### src/rtl/rfbPkg.sv
package rfbPkg;
  typedef struct packed {
    logic clear;   // synchronous hold-at-zero while release is synchronizing
    logic load;    // capture enable (select gating applied)
    logic zeroIn;  // treat data inputs as zero (receiver wake window)
  } rfbStrobe_t;
endpackage

### src/rtl/rfbControl.sv
module rfbControl
  import rfbPkg::*;
#(
  parameter int MASK_CYC = 4
) (
  input  logic       clk,
  input  logic       rstN,
  input  logic       selA,
  input  logic       selB,
  output rfbStrobe_t strobe
);
  localparam int CNT_W = (MASK_CYC > 0) ? $clog2(MASK_CYC + 1) : 1;
  localparam logic [CNT_W-1:0] CNT_MAX = CNT_W'(MASK_CYC);

  logic syncA, syncB;
  logic [CNT_W-1:0] wakeCnt;
  logic ready;

  always_ff @(posedge clk or negedge rstN) begin
    if (!rstN) begin
      syncA <= 1'b0;
      syncB <= 1'b0;
    end else begin
      syncA <= 1'b1;
      syncB <= syncA;
    end
  end

  assign ready = syncB;

  always_ff @(posedge clk or negedge rstN) begin
    if (!rstN) begin
      wakeCnt <= '0;
    end else if (ready && (wakeCnt < CNT_MAX)) begin
      wakeCnt <= wakeCnt + 1'b1;
    end
  end

  always_comb begin
    strobe.clear  = !ready;
    strobe.load   = ready && !(selA && selB);
    strobe.zeroIn = !ready || (wakeCnt < CNT_MAX);
  end

  // the wake window is still open on the first edge after sync completes
  assert_wake_mask_R9: assert property (@(posedge clk) disable iff (!rstN)
    $rose(ready) |-> strobe.zeroIn);
endmodule

### src/rtl/rfbDatapath.sv
module rfbDatapath
  import rfbPkg::*;
#(
  parameter int IN_W   = 25,
  parameter int HALF_W = 14,
  parameter int OUT_W  = 28
) (
  input  logic             clk,
  input  logic             rstN,
  input  rfbStrobe_t       strobe,
  input  logic             pairMode,
  input  logic             mapSwap,
  input  logic [IN_W-1:0]  dataIn,
  output logic [OUT_W-1:0] dataOut
);
  logic [OUT_W-1:0] straightW, shiftW, mirrorW, nextW, outQ;

  for (genvar j = 0; j < OUT_W; j++) begin : g_map
    localparam int SRC_SHIFT  = j % HALF_W;
    localparam int SRC_MIRROR = (j < HALF_W) ? j : (OUT_W - 1 - j);
    if (j < IN_W) begin : g_used
      assign straightW[j] = dataIn[j];
    end else begin : g_unused
      assign straightW[j] = 1'b0;
    end
    assign shiftW[j]  = dataIn[SRC_SHIFT];
    assign mirrorW[j] = dataIn[SRC_MIRROR];
  end

  always_comb begin
    if (!pairMode)    nextW = straightW;
    else if (mapSwap) nextW = mirrorW;
    else              nextW = shiftW;
  end

  always_ff @(posedge clk or negedge rstN) begin
    if (!rstN) begin
      outQ <= '0;
    end else if (strobe.clear) begin
      outQ <= '0;
    end else if (strobe.load) begin
      outQ <= strobe.zeroIn ? '0 : nextW;
    end
  end

  assign dataOut = outQ;

  // straight-mode capture leaves the spare outputs low
  assert_spare_low_R2: assert property (@(posedge clk) disable iff (!rstN)
    (strobe.load && !pairMode) |=> (dataOut[OUT_W-1:IN_W] == '0));

  for (genvar i = 0; i < HALF_W; i++) begin : g_chk
    // shifted layout drives equal pairs i and i+HALF_W
    assert_shift_pair_R3: assert property (@(posedge clk) disable iff (!rstN)
      (strobe.load && pairMode && !mapSwap) |=> (dataOut[i] == dataOut[i+HALF_W]));
    // mirrored layout drives equal pairs i and OUT_W-1-i
    assert_mirror_pair_R4: assert property (@(posedge clk) disable iff (!rstN)
      (strobe.load && pairMode && mapSwap) |=> (dataOut[i] == dataOut[OUT_W-1-i]));
  end
endmodule

### src/rtl/rfbBuffer.sv
module rfbBuffer
  import rfbPkg::*;
#(
  parameter int IN_W     = 25,
  parameter int HALF_W   = 14,
  parameter int MASK_CYC = 4
) (
  input  logic                  clk,
  input  logic                  rstN,
  input  logic                  pairMode,
  input  logic                  mapSwap,
  input  logic                  selA,
  input  logic                  selB,
  input  logic [IN_W-1:0]       dataIn,
  output logic [2*HALF_W-1:0]   dataOut
);
  localparam int OUT_W = 2 * HALF_W;

  rfbStrobe_t strobe;

  rfbControl #(.MASK_CYC(MASK_CYC)) i_control (
    .clk    (clk),
    .rstN   (rstN),
    .selA   (selA),
    .selB   (selB),
    .strobe (strobe)
  );

  rfbDatapath #(.IN_W(IN_W), .HALF_W(HALF_W), .OUT_W(OUT_W)) i_datapath (
    .clk      (clk),
    .rstN     (rstN),
    .strobe   (strobe),
    .pairMode (pairMode),
    .mapSwap  (mapSwap),
    .dataIn   (dataIn),
    .dataOut  (dataOut)
  );

  // a gated edge leaves every output unchanged
  assert_gate_hold_R6: assert property (@(posedge clk) disable iff (!rstN)
    (selA && selB) |=> $stable(dataOut));

  // reset low means zero outputs, gating or not
  assert_reset_zero_R5: assert property (@(posedge clk)
    (!rstN) |-> (dataOut == '0));
endmodule

### config.mk
export PLATFORM = sky130hd
export DESIGN_NAME = rfbBuffer
export DESIGN_NICKNAME = d
export VERILOG_FILES = /design/src/rtl/rfbPkg.sv /design/src/rtl/rfbControl.sv /design/src/rtl/rfbDatapath.sv /design/src/rtl/rfbBuffer.sv
export SDC_FILE = /design/constraint.sdc
export NUM_CORES = 1
export LEC_CHECK = 0
export BUFFER_PORTS_ARGS = -buffer_cell sky130_fd_sc_hd__buf_2
export CAP_MARGIN = 40
export CORE_MARGIN = 5
export CORE_UTILIZATION = 45
export CTS_BUF_LIST = sky130_fd_sc_hd__clkbuf_8
export CTS_CLUSTER_DIAMETER = 60
export DETAILED_ROUTE_END_ITERATION = 10
export PLACE_DENSITY = 0.78
export SYNTH_ARGS = -nofsm -noshare
export SYNTH_HDL_FRONTEND = slang
export SYNTH_SLANG_ARGS = --single-unit
### constraint.sdc
create_clock -name clk -period 2.1 [get_ports clk]
set_input_delay 0.105 -clock clk [delete_from_list [all_inputs] [get_ports clk]]
set_output_delay 0.105 -clock clk [all_outputs]
set_load 0.05 [all_outputs]
After elaboration in Yosys (flattened, before gate mapping)

Index checks and enable logic that the tools add are counted.

Reduce and logical (&&, ||, !) cells: 6
Muxes and demuxes: 5
Eq/ne operators: 1
Magnitude comparators: 1
$add $sub $neg: 1

Operators by type and width:

| kind                  | count |
|---|---|
| $mux W28              | 5 |
| $add A3 B1 Y3 const B | 1 |
| $logic_and A1 B1 Y1   | 3 |
| $lt A3 B3 Y1 const B  | 1 |
| $logic_not A1 Y1      | 2 |
| $ne A2 B1 Y1 const B  | 1 |
| $logic_or A1 B1 Y1    | 1 |

Bits in registers: 33
Output and inout port bits: 28

Longest topological paths before layout

Depth in word-level cells: 5
Depth in mapped cells: 5

Cells and area by module

A second synthesis with hierarchy kept.

Cell total of the unflattened synthesis: 120
Area, all modules: 1500.2 um^2

Modules (own cells, without submodules):

| module      | cells an instance | area each (um^2) | seq. area each (um^2) | instances |
|---|---|---|---|---|
| rfbDatapath | 106               | 1300.0           | 700.7                 | 1 |
| rfbControl  | 14                | 200.2            | 125.1                 | 1 |

Worst setup path before layout

No wires, ideal clock.

Path kind: register -> register
From: register i_control.syncB (netlist: i_control.ready)
To: register i_datapath.outQ[10] (netlist: i_datapath.dataOut[10])
Cell stages (with the launch flop): 5
Library setup time: 0.121 ns
Path slack: 0.981 ns
Arrival time: 0.998 ns
Buffers on the path: 2
Clock period less this slack: 1.119 ns
Cell sequence: dfrtp_1 and3_4 buf_6 buf_6 a22o_1

Cells in the longest elaborated chain, start to end: 5
Elaborated cells on any way between the ends: 7

RTL lines:

| element                | line              | source |
|---|---|---|
| start, declared        | rfbControl.sv:15  | `logic syncA, syncB;` |
| start signal, assigned | rfbControl.sv:25  | `syncB <= syncA;` |
| $logic_not A1 Y1       | --                |  |
| $logic_or A1 B1 Y1     | rfbControl.sv:42  | `strobe.zeroIn = !ready \|\| (wakeCnt < CNT_MAX);` |
| $mux W28               | rfbDatapath.sv:42 | `outQ <= strobe.zeroIn ? '0 : nextW;` |
| $mux W28               | rfbDatapath.sv:41 | `end else if (strobe.load) begin` |
| $mux W28               | rfbDatapath.sv:39 | `end else if (strobe.clear) begin` |
| end signal, assigned   | rfbDatapath.sv:42 |  |
| end, declared          | rfbDatapath.sv:16 | `logic [OUT_W-1:0] straightW, shiftW, mirrorW, nextW, outQ;` |

Several ways; a longest one is shown, not always the timed one. The select of a mux whose other input is x is not followed.
A chain may end at the register's enable or synchronous reset.

Worst setup path in the final report

From: register i_control.syncB (netlist: i_control.ready)
To: register i_datapath.outQ[27] (netlist: i_datapath.dataOut[27])

Same word-level chain as after synthesis.

==> metrics.md <==
| Metric | Value |
|---|---|
| Status | `complete, no violations` |
| Final GP Congestion | `0.7054` |
| Total routed wirelength | `3547 um` |
| Setup violators final | `0` |
| Synth area leaders | `dfrtp_1, a22o_1, mux2i_1` |
| Vias in the first global route | `1169` |
| HPWL after detailed placement | `about 2500 um` |
| Final net count | `204` |
| Grt ovf | `0` |
| Min-Delay Path Class | `input port to register` |
| Top Ports | `59` |
| IO buf count | `58` |
| Sequential Power Share | `0.469` |
| Sw Ratio | `0.3374` |
| Period utilization | `0.6603` |
| Switching Power | `approximately 530 uW` |
| CTS H-tree lvls | `2` |
| Crit path max-delay cell type | `a21oi_4` |
| Clk_lat worst skew | `0.28 ns` |
| Die width | `~68 um` |
| Req. time, crit path | `2.32 ns` |
| Maxcap violations | `0` |
| DRT Pass-1 Iters | `4` |
| DIE AREA | `4608 um^2` |
| CTS Buffer Depth | `2` |
| Chip Height | `a little under 70 um` |
| Initial antenna violation count | `0` |
| Largest net degree at the start of global routing | `34` |
| Hold Startpoint | `dataIn[7]` |
| Net Count, Synth | `148` |
| CP top delay family | `compound AO/OA/AOI/OAI gates` |
| CP peak stage delay | `0.57 ns` |
| Cell Int Power | `approximately 1000 uW` |
| Min Hold Slack | `0.06855 ns` |
| Starting Density | `0.4590` |
| Remaining antenna violation count | `0` |
| Asr flop ratio synth | `1.000` |
| Post-CTS sizing | `0` |
| Site Rows | `21` |
| CTS clock-pin slew for the worst setup and hold paths | `around 0.070 ns` |
| Leakage power | `about 0.001 uW` |
| Worst rel slew slack | `0.5128` |
| Tmin final | `1.387 ns` |
| Top cell type's share of synthesized area | `0.5477` |
| RSZ-0062 raised after global routing | `false` |
| Syn Inst Count | `116` |
| Fin cells | `219` |
| Vias post-DR | `1158` |
| Worst slack, placed | `~0.73 ns` |
| Layout cells sized above 1 | `0.3931` |
| Iter 0 DRT Violations | `71` |
| Filler instances | `302` |
| Worst path cell trace | `nand2_2, a21oi_4, a32o_1` |
| PwrDens | `855.8 nW/um^2` |
| Total GRT Usage | `0.1714` |
| # hold bufs at CTS | `1` |
| Post-Synth Simple-Gate Area | `0.04315` |
| CP max FO | `28` |
| Sink Count | `33` |
| Gate power share | `0.243` |
| Top_reg_cell synth | `dfrtp_1` |
| Post-CTS setup buffer count | `0` |
| Worst Clk Skew | `0.004090 ns` |
| Max IR drop VDD | `0.3243 mV` |
| Num CTS Buffers | `5` |
| Root Buffer | `clkbuf_8` |
| Vias per std cell | `5.288` |
| Synth cell types | `20` |
| Largest family of logic cells by synthesized area | `compound AO/OA/AOI/OAI gates` |
| Post-Synth Adder-Cell Area | `0.008299` |
| Syn Area/Cell | `~13 um^2` |
| Count of flip-flops with a built-in enable after synthesis | `0` |
| Routed wire length per instance | `16.20 um` |
| Worst Setup Start Kind | `register` |
| Crit Path Class | `register to register` |
| Seq/Total Area, Yosys | `0.5477` |
| First-pass GRT wire length | `approximately 5700 um` |
| Compound-Gate Fraction of Synth Area | `0.2174` |
| Max Clock Freq | `approximately 0.7 GHz` |
| DRC | `0` |
| Hold Fails Final Rpt | `0` |
| Pins Over Slew Limit | `0` |
| Crit path from | `i_control.ready$_DFF_PN0_` |
| Post-layout util | `0.5600` |
| CP arrival | `1.61 ns` |
| Synth Warn # | `0` |
| XOR/XNOR Fraction of Synth Area | `0.005809` |
| Clock Power Share | `0.288` |
| Synthesis-to-finish area growth | `21.99%` |
| CTS tree | `yes` |
| Synth area leader | `dfrtp_1` |
| CP bufs+invs | `0` |
| Mux cell area share after synthesis | `0.1029` |
| Diode count | `0` |
| Synthesized area | `1508 um^2` |
| Setup_tns | `0 ns` |
| Top cells by count, synth | `dfrtp_1, a22o_1, a21oi_1, mux2i_1, nor2_1` |
| Core area | `3284 um^2` |
| CP Capture Type | `register` |
| Register bit total from synthesis | `33` |
| Worst Max-Slew Pin Slew | `0.7292 ns` |
| Post-Place Cells | `210` |
| Worst setup margin | `~0.71 ns` |
| Crit Reg-Reg Startpoint | `i_control.ready$_DFF_PN0_` |
| Most common cell in the netlist | `dfrtp_1` |
cell usage in the layout (no fill, tap or decap):
| cell | synthesis | final |
|---|---|---|
| ha_1 | 1 | 1 |
| dlygate4sd3_1 | 0 | 1 |
| a21oi_4 | 1 | 1 |
| nor2b_1 | 1 | 1 |
| clkbuf_8 | 0 | 5 |
| and3_4 | 1 | 1 |
| a21oi_1 | 11 | 11 |
| clkinv_2 | 0 | 2 |
| xor2_1 | 1 | 1 |
| nor2_1 | 11 | 11 |
| nand2_2 | 1 | 1 |
| a22o_1 | 25 | 25 |
| conb_1 | 1 | 1 |
| mux2i_1 | 11 | 11 |
| a21o_1 | 1 | 1 |
| inv_1 | 0 | 1 |
| mux2_1 | 4 | 4 |
| buf_2 | 2 | 58 |
| dfrtp_1 | 33 | 33 |
| a32o_1 | 3 | 3 |
through the flow:
| stage | instance area [um^2] | total power [uW] |
|---|---|---|
| 5_1_grt | 1839 | 1659 |
| 2_1_floorplan | 1508 | 1027 |
| 3_5_place_dp | 1747 | 1135 |
| 6_report | 1839 | 1574 |
| 3_3_place_gp | 1747 | 1119 |
| 4_1_cts | 1839 | 1598 |
cell families (layout without fill, tap and decap cells):
family          count (synthesis)  in the layout
other cells                     1              1
buf+inv                        10             67
mux                            15             15
flops                          33             33
xor+xnor                        1              1
simple gates                   14             14
compound gates                 41             41
fa+ha+maj                       1              1
final cells by class:
type                       count  area, um^2  share of cell area
clock inverter                 3       13.76            0.007483
tap                           46       57.56             0.03129
multi-input combinational     73       573.1              0.3116
timing repair buffer          59       300.3              0.1633
sequential                    33       825.8              0.4490
clock buffer                   5       68.82             0.03742
path summary, 6_finish.rpt:
kind / to / slack (ns) / depth (start not counted)
worst max-delay path: i_datapath.dataOut[27]$_DFFE_PN0P_ / 0.71 / 3
worst min-delay path: i_datapath.dataOut[7]$_DFFE_PN0P_ / 0.07 / 2
worst max register to register: i_datapath.dataOut[27]$_DFFE_PN0P_ / 0.71 / 3
worst min register to register: i_control.ready$_DFF_PN0_ / 0.34 / 0
max in group asynchronous: i_datapath.dataOut[27]$_DFFE_PN0P_ / 1.24 / 2
min in group asynchronous: i_datapath.dataOut[12]$_DFFE_PN0P_ / 0.41 / 2
sequential cells by signal (all words and copies together) (netlist names):
name and flops:
i_datapath.dataOut 28, i_control.wakeCnt 3, i_control.syncA 1, i_control.ready 1
routing by layer:
metal / share of wire / track usage / routed length (um)
met2: 0.50 / 0.2831 / 1769
met3: 0.069 / 0.05090 / 244
met5: 0 / 0 / 0
met4: 0.019 / 0.07444 / 68
met1: 0.41 / 0.2074 / 1464
power by group through the flow:
stage                     Sequential, uW  Combinational (uW)  Clock [uW]
after floorplan                      890                 137           0
after global placement               746                 373           0
after global routing                 746                 417         496
final                                738                 383         453
after detailed placement             749                 386           0
after CTS                            739                 389         470
Note: power is estimated with default switching activity, not from simulation.
